[config.mk]
export PLATFORM = sky130hd
export DESIGN_NAME = can_frame_tx
export DESIGN_NICKNAME = d
export VERILOG_FILES = /design/src/rtl/can_tx_pkg.sv /design/src/rtl/can_crc15.sv /design/src/rtl/can_stuff_mon.sv /design/src/rtl/can_frame_tx.sv
export SDC_FILE = /design/constraint.sdc
export NUM_CORES = 1
export LEC_CHECK = 0
export ABC_AREA = 1
export CORE_ASPECT_RATIO = 1.2
export CORE_MARGIN = 1
export CORE_UTILIZATION = 49
export CTS_BUF_LIST = sky130_fd_sc_hd__clkbuf_16
export CTS_CLUSTER_DIAMETER = 30
export DETAILED_ROUTE_END_ITERATION = 10
export GPL_ROUTABILITY_DRIVEN = 0
export PLACE_DENSITY_LB_ADDON = 0.2
export SYNTH_ARGS = -nofsm -noshare
export SYNTH_HDL_FRONTEND = slang
export SYNTH_SLANG_ARGS = --single-unit
[constraint.sdc]
create_clock -name clk_i -period 4.68 [get_ports clk_i]
set_input_delay 0.936 -clock clk_i [delete_from_list [all_inputs] [get_ports clk_i]]
set_output_delay 0.936 -clock clk_i [all_outputs]
set_load 0.05 [all_outputs]
[src/rtl/can_tx_pkg.sv]
package can_tx_pkg;
  // state names the next bit to be emitted
  typedef enum logic [3:0] {
    ST_IDLE, ST_PAY, ST_CRC, ST_CDEL, ST_ACK, ST_ADEL, ST_EOF, ST_IFS, ST_FIN
  } tx_state_e;
endpackage

[src/rtl/can_crc15.sv]
module can_crc15 #(
  parameter int             W    = 15,
  parameter logic [W-1:0]   POLY = 'h4599
) (
  input  logic clk_i,
  input  logic rst_ni,
  input  logic clr_i,
  input  logic upd_i,
  input  logic shf_i,
  input  logic bit_i,
  output logic msb_o
);
  logic [W-1:0] crc_q;
  logic         fb;

  assign fb    = bit_i ^ crc_q[W-1];
  assign msb_o = crc_q[W-1];

  always_ff @(posedge clk_i or negedge rst_ni) begin
    if (!rst_ni)    crc_q <= '0;
    else if (clr_i) crc_q <= '0;
    else if (upd_i) crc_q <= {crc_q[W-2:0], 1'b0} ^ (fb ? POLY : '0);
    else if (shf_i) crc_q <= {crc_q[W-2:0], 1'b0};  // reuse as output shifter
  end
endmodule

[src/rtl/can_stuff_mon.sv]
module can_stuff_mon #(
  parameter int RUN = 5
) (
  input  logic clk_i,
  input  logic rst_ni,
  input  logic clr_i,
  input  logic adv_i,
  input  logic bit_i,
  output logic due_o,
  output logic fill_o
);
  localparam int CW = $clog2(RUN + 1);

  logic [CW-1:0] cnt_q;
  logic          last_q;

  assign due_o  = (cnt_q == CW'(RUN));
  assign fill_o = ~last_q;

  always_ff @(posedge clk_i or negedge rst_ni) begin
    if (!rst_ni) begin
      cnt_q  <= '0;
      last_q <= 1'b1;
    end else if (clr_i) begin
      cnt_q  <= '0;
      last_q <= 1'b1;
    end else if (adv_i) begin
      last_q <= bit_i;
      if (bit_i == last_q && cnt_q != '0 && cnt_q < CW'(RUN)) cnt_q <= cnt_q + 1'b1;
      else                                                   cnt_q <= CW'(1);
    end
  end
endmodule

[src/rtl/can_frame_tx.sv]
module can_frame_tx
  import can_tx_pkg::*;
#(
  parameter int             ID_W      = 11,
  parameter int             DLC_W     = 4,
  parameter int             MAX_BYTES = 8,
  parameter int             CRC_W     = 15,
  parameter logic [CRC_W-1:0] CRC_POLY = 'h4599,
  parameter int             STUFF_RUN = 5,
  parameter int             EOF_LEN   = 7,
  parameter int             IFS_LEN   = 3
) (
  input  logic                   clk_i,
  input  logic                   rst_ni,
  input  logic                   bit_tick_i,
  input  logic                   start_i,
  input  logic [ID_W-1:0]        id_i,
  input  logic                   rtr_i,
  input  logic [DLC_W-1:0]       dlc_i,
  input  logic [8*MAX_BYTES-1:0] data_i,
  input  logic                   rx_i,
  output logic                   tx_o,
  output logic                   busy_o,
  output logic                   done_o,
  output logic                   ack_err_o
);
  localparam int DATA_W = 8 * MAX_BYTES;
  localparam int HDR_W  = 1 + ID_W + 1 + 2 + DLC_W;
  localparam int FRM_W  = HDR_W + DATA_W;
  localparam int CNT_W  = $clog2(FRM_W + 1);
  localparam int NB_W   = $clog2(MAX_BYTES + 1);

  tx_state_e         state_q;
  logic [CNT_W-1:0]  cnt_q;
  logic [FRM_W-1:0]  frm_q;
  logic              tx_q, ack_seen_q, done_q, err_q;

  logic [NB_W-1:0]   nbytes;
  logic [CNT_W-1:0]  pay_len;
  logic              accept, stuff_zone, stuff_due, stuff_fill, do_stuff;
  logic              crc_msb, nbit, emit_bit, last_cnt;

  // payload length from the request fields
  always_comb begin
    if (rtr_i)                          nbytes = '0;
    else if (int'(dlc_i) > MAX_BYTES)   nbytes = NB_W'(MAX_BYTES);
    else                                nbytes = NB_W'(dlc_i);
  end
  assign pay_len = CNT_W'(HDR_W + 8 * int'(nbytes));

  assign accept     = (state_q == ST_IDLE) && start_i;
  assign stuff_zone = (state_q == ST_PAY) || (state_q == ST_CRC) || (state_q == ST_CDEL);
  assign do_stuff   = bit_tick_i && stuff_zone && stuff_due;
  assign last_cnt   = (cnt_q == CNT_W'(1));

  always_comb begin
    case (state_q)
      ST_PAY:  nbit = frm_q[FRM_W-1];
      ST_CRC:  nbit = crc_msb;
      default: nbit = 1'b1;
    endcase
  end
  assign emit_bit = do_stuff ? stuff_fill : nbit;

  can_crc15 #(.W(CRC_W), .POLY(CRC_POLY)) u_crc (
    .clk_i  (clk_i),
    .rst_ni (rst_ni),
    .clr_i  (accept),
    .upd_i  (bit_tick_i && !do_stuff && state_q == ST_PAY),
    .shf_i  (bit_tick_i && !do_stuff && state_q == ST_CRC),
    .bit_i  (frm_q[FRM_W-1]),
    .msb_o  (crc_msb)
  );

  can_stuff_mon #(.RUN(STUFF_RUN)) u_stuff (
    .clk_i  (clk_i),
    .rst_ni (rst_ni),
    .clr_i  (accept),
    .adv_i  (bit_tick_i && (do_stuff || state_q == ST_PAY || state_q == ST_CRC)),
    .bit_i  (emit_bit),
    .due_o  (stuff_due),
    .fill_o (stuff_fill)
  );

  always_ff @(posedge clk_i or negedge rst_ni) begin
    if (!rst_ni) begin
      state_q    <= ST_IDLE;
      cnt_q      <= '0;
      frm_q      <= '0;
      tx_q       <= 1'b1;
      ack_seen_q <= 1'b0;
      done_q     <= 1'b0;
      err_q      <= 1'b0;
    end else begin
      done_q <= 1'b0;
      err_q  <= 1'b0;
      if (state_q == ST_IDLE) begin
        if (start_i) begin
          frm_q   <= {1'b0, id_i, rtr_i, 2'b00, dlc_i, data_i};
          cnt_q   <= pay_len;
          state_q <= ST_PAY;
        end
      end else if (bit_tick_i) begin
        tx_q <= emit_bit;
        if (!do_stuff) begin
          unique case (state_q)
            ST_PAY: begin
              frm_q <= {frm_q[FRM_W-2:0], 1'b0};
              if (last_cnt) begin
                state_q <= ST_CRC;
                cnt_q   <= CNT_W'(CRC_W);
              end else cnt_q <= cnt_q - 1'b1;
            end
            ST_CRC: begin
              if (last_cnt) state_q <= ST_CDEL;
              else          cnt_q   <= cnt_q - 1'b1;
            end
            ST_CDEL: state_q <= ST_ACK;
            ST_ACK:  state_q <= ST_ADEL;
            ST_ADEL: begin
              // line currently holds the ACK slot
              ack_seen_q <= !rx_i;
              state_q    <= ST_EOF;
              cnt_q      <= CNT_W'(EOF_LEN);
            end
            ST_EOF: begin
              if (last_cnt) begin
                state_q <= ST_IFS;
                cnt_q   <= CNT_W'(IFS_LEN);
              end else cnt_q <= cnt_q - 1'b1;
            end
            ST_IFS: begin
              if (last_cnt) state_q <= ST_FIN;
              else          cnt_q   <= cnt_q - 1'b1;
            end
            ST_FIN: begin
              state_q <= ST_IDLE;
              done_q  <= ack_seen_q;
              err_q   <= !ack_seen_q;
            end
            default: state_q <= ST_IDLE;
          endcase
        end
      end
    end
  end

  assign tx_o      = tx_q;
  assign busy_o    = (state_q != ST_IDLE);
  assign done_o    = done_q;
  assign ack_err_o = err_q;
endmodule

== Word-level counts from Yosys, hierarchy flattened ==
Index checks and enable logic that the tools add are counted.

* Register bits after elaboration: 117
* Logic and storage cells: 111

* $add $sub $neg: 3
* Equal/unequal tests: 18
* Bitwise operators: 5
* Reduce and logical (&&, ||, !) cells: 30
* Order comparisons: 2
* Mux-type cells: 43

{| class="wikitable"
|+ Operator list
! kind !! number
|-
| $mux 83 || 5
|-
| $mux 15 || 4
|-
| $mux 7 || 7
|-
| $mux 4 || 10
|-
| $pmux 4 s7 || 1
|-
| $pmux 7 s4 || 1
|-
| $eq 4x3->1 const B || 4
|-
| $xor 15x15->15 || 1
|-
| $mux 1 || 11
|-
| $logic_and 1x1->1 || 9
|-
| $mux 3 || 3
|-
| $ne 3x2->1 const B || 3
|-
| $eq 4x2->1 const B || 2
|-
| $reduce_and 4->1 || 2
|-
| $add 5x7->7 const A || 1
|-
| $eq 7x1->1 const B || 1
|-
| $reduce_and 7->1 || 1
|-
| $sub 7x1->7 const B || 1
|-
| $ne 3x3->1 const B || 2
|-
| $reduce_bool 2->1 || 3
|-
| $reduce_bool 3->1 || 2
|-
| $reduce_and 5->1 || 1
|-
| $reduce_bool 5->1 || 1
|-
| $eq 4x1->1 const B || 1
|-
| other kinds (17) || 24
|}

== Logic depth before layout (Yosys ltp) ==
* Depth in word-level cells: 12
* Gate-level depth with buffers: 12
* Depth with buffers taken out: 11

== Modules after synthesis ==
From an unflattened synthesis, not the netlist that was laid out.

* Cells, all modules: 831
* Area total of the unflattened synthesis: 6227.2 um^2

{| class="wikitable"
|+ By module, submodules not included
! module !! cells each !! times used !! area an instance (um^2)
|-
| can_frame_tx || 716 || 1 || 5258.8
|-
| can_crc15 || 81 || 1 || 696.9
|-
| can_stuff_mon || 34 || 1 || 271.5
|}

== Worst setup path after synthesis ==
No wires, ideal clock.

* Kind: reg-to-output
* From: register state_q[3]
* To: output busy_o
* Buffers on the path: 2
* Arrival time: 1112 ps
* Setup slack: 2632 ps
* Stages on the path, launching flop included: 5
* Cell sequence: dfrtp_1 -> nor2_4 -> nand2_1 -> buf_4 -> buf_2

* Word-level cells in the longest chain between the ends: 1

{| class="wikitable"
|+ Ends and longest elaborated chain
! element !! line !! text
|-
| from (decl) || can_frame_tx.sv:33 || <nowiki>tx_state_e state_q;</nowiki>
|-
| from (signal assigned) || can_frame_tx.sv:87 || <nowiki>state_q <= ST_IDLE;</nowiki>
|-
| from (signal assigned) || can_frame_tx.sv:101 || <nowiki>state_q <= ST_PAY;</nowiki>
|-
| from (signal assigned) || can_frame_tx.sv:110 || <nowiki>state_q <= ST_CRC;</nowiki>
|-
| $reduce_bool 4->1 || can_frame_tx.sv:149 || <nowiki>assign busy_o = (state_q != ST_IDLE);</nowiki>
|-
| to (decl) || can_frame_tx.sv:23 || <nowiki>output logic busy_o,</nowiki>
|}

No other way between the ends.

== Worst setup path after layout ==
* From: register state_q[0]
* To: output busy_o

Same word-level chain as after synthesis.

==> flow_summary.yaml <==
run_status:
  status: "finished, final reports clean"
clock_network:
  clock_sinks: 117
  clk_path_buf_depth: 2
  root_buffer: "clkbuf_16"
  cts_hold_buffers: 0
  h-tree-depth: 4
  postCtsSetupBuffers: 0
  path_clk_slew_ns: 0.05
  tritoncts: "yes"
  cts_buffers: 17
  insertion_delay_ns: 0.40
  ctsResizeCount: 0
floorplan:
  die_height_um: 120.6
  die_area_mm2: 0.01215
  io-pin-count: 89
  die_w_um: 100.8
  start_util_pct: 51.27
  row_count: 42
  core_area_mm2: 0.01119
min_path:
  worstHoldEndpoint: "ack_err_o"
  hold_path_class: "flop to flop"
  min_from: "ack_seen_q"
  worstHoldPathCells: 1
sta:
  fin_crit_sh_pct: 71.43
  finalSetupViolations: 0
  timing.hold.ws_ns: 0.4569
  finalHoldViolCount: 0
  tns_ns: 0
  rsz0062_at_grt: "false"
  drv_slew: 0
  tightest_slew_ns: 0.7640
  max_freq_ghz: 0.2991
  period_needed_ns: 3.343
  clock_skew_ns: 0.004741
  slew_headroom_pct: 49.07
synth:
  synth.distinct_cells: 31
  synthSimpleGateAreaFrac_pct: 29.08
  synth_top_family_by_area: "simple AND/OR/NAND/NOR gates"
  synthAdderAreaFrac_pct: 1.308
  netlist_area_mm2: 0.005739
  ys_warn_count: 0
  synthXorXnorAreaFrac_pct: 0.9156
  synth_compound_area_share_pct: 11.05
  synthMuxAreaShare_pct: 0
  avgSynthCellArea_um2: 7.960
  synth_nets: 812
  ys_ff_latch: 117
  ys_seq_area_share_pct: 51.06
  synthCells: 721
critical_path:
  max_stage_delay_ns: 0.91
  startpoint: "state_q[0]"
  worstPathArrival_ns: 2.41
  worst-path-stages: 3
  cp_max_fo: 27
  path_buf_inv: 1
  rr_worst_depth: 10
  r2r-end: "frm_q[72]"
  cp_slowest_cell: "clkdlybuf4s50_1"
  critPathKind: "flop to output port"
  cp-end-kind: "output port"
  cp.required_ns: 3.74
  cp-start-kind: "flop"
  crit_path_cell_trace: "nor2_2 -> nand2_2 -> clkdlybuf4s50_1"
  r2r_start: "state_q[3]"
  cp_top_family: "buffers and inverters"
  r2r_setup_slack_ns: 1.78
layout:
  final_area_mm2: 0.007171
  final_common_cell: "nand2_1"
  drive_above_1_share_pct: 5.802
  nets: 888
  syn2layout_area_growth_pct: 24.94
  n_antenna_cell: 0
  final_util_pct: 64.06
  final_cell_mix: "254 x nand2_1, 116 x nor2_1, 115 x dfrtp_1"
placed_design:
  dp_hpwl_um: 8457
  place_area_mm2: 0.006620
  portBuffers: 88
routing:
  vias: 5037
  drt-initial-drc-count: 307
  wl_per_cell_um: 13.37
  viasPerCell: 5.225
  ant_nets: 0
  wirelength_um: 12890
  drc: 0
  drt_pass1_iterations: 5
global_route:
  grtUsageTotal_pct: 23.27
  grt_overflow: 0
  grt_pass1_vias: 5008
  antenna_found_initial: 0
  grt_pass1_wl_um: 22060
  grt_max_degree: 83
power:
  leakagePower_uw: 0.003352
  vdd_drop_max_uv: 350.3
  powerDensity_mw_per_mm2: 725.6
flow_run:
  drv_cap: 0
==> cells by family (layout without fill, tap and decap cells) <==
family | after synthesis | count (layout)
buffers and inverters | 71 | 160
xor gates and xnor gates | 6 | 6
DFF | 117 | 117
adders and majority gates | 6 | 6
and+or+nand+nor | 417 | 417
AOI/OAI and AO/OA | 104 | 104
==> synthesized netlist by cell type, drive strengths merged <==
cell type | number | area share (%)
or2 | 1 | 0.11
nor2 | 120 | 8.4
nand3 | 28 | 2.4
xor2 | 6 | 0.92
nand4 | 4 | 0.44
buf | 21 | 3.3
a31oi | 82 | 8.9
o21ai | 10 | 0.87
a21oi | 5 | 0.44
dfstp | 2 | 0.92
ha | 6 | 1.3
nand3b | 2 | 0.26
nor3b | 1 | 0.13
clkinv | 2 | 0.13
clkbuf | 16 | 1.0
o21bai | 1 | 0.13
nand2 | 258 | 17
o31ai | 1 | 0.13
dfrtp | 115 | 50
nor3 | 3 | 0.26
inv | 32 | 2.1
o22ai | 5 | 0.55
==> flip-flops by register name, indices dropped and copies added (netlist names) <==
name,count
ack_err_o,1
u_crc.crc_q,15
tx_o,1
done_o,1
state_q,4
u_stuff.cnt_q,3
u_stuff.last_q,1
cnt_q,7
ack_seen_q,1
frm_q,83
==> layout make-up <==
class	count	area (um2)
well taps	154	192.7
clock inverters	15	125.1
repair buffers	94	935.9
clock buffers	17	425.4
inverters	34	127.6
multi-input cells	533	2434
flip-flops and latches	117	2930
fillers	993	4023
==> worst max path at each step <==
stage,endpoint
after floorplan,busy_o
after global placement,frm_q[80]
after detailed placement,frm_q[80]
after CTS,busy_o
after global routing,busy_o
final,busy_o
==> where the power goes <==
part           internal [uW]  total [uW]  switching, uW
clock                    766        1210            444
sequential              1490        1780            291
combinational            775        2210           1430
total                   3030        5200           2170
==> per-stage QoR <==
stage	setup WS, ns	total power [uW]	instances
after detailed placement	1.483	3989	932
after global routing	1.234	5677	964
after floorplan	2.632	3569	721
final	1.337	5203	964
after global placement	1.569	3887	932
after CTS	1.347	5244	964
==> layer usage <==
metal / up-vias / GRT usage (%) / routed length, um
li1: 2513 / - / -
met1: 2387 / 28.36 / 5525
met2: 108 / 39.26 / 6653
met3: 29 / 5.318 / 396
met4: 0 / 10.24 / 314
met5: - / 0 / 0
(Power assumes the default switching activity.)
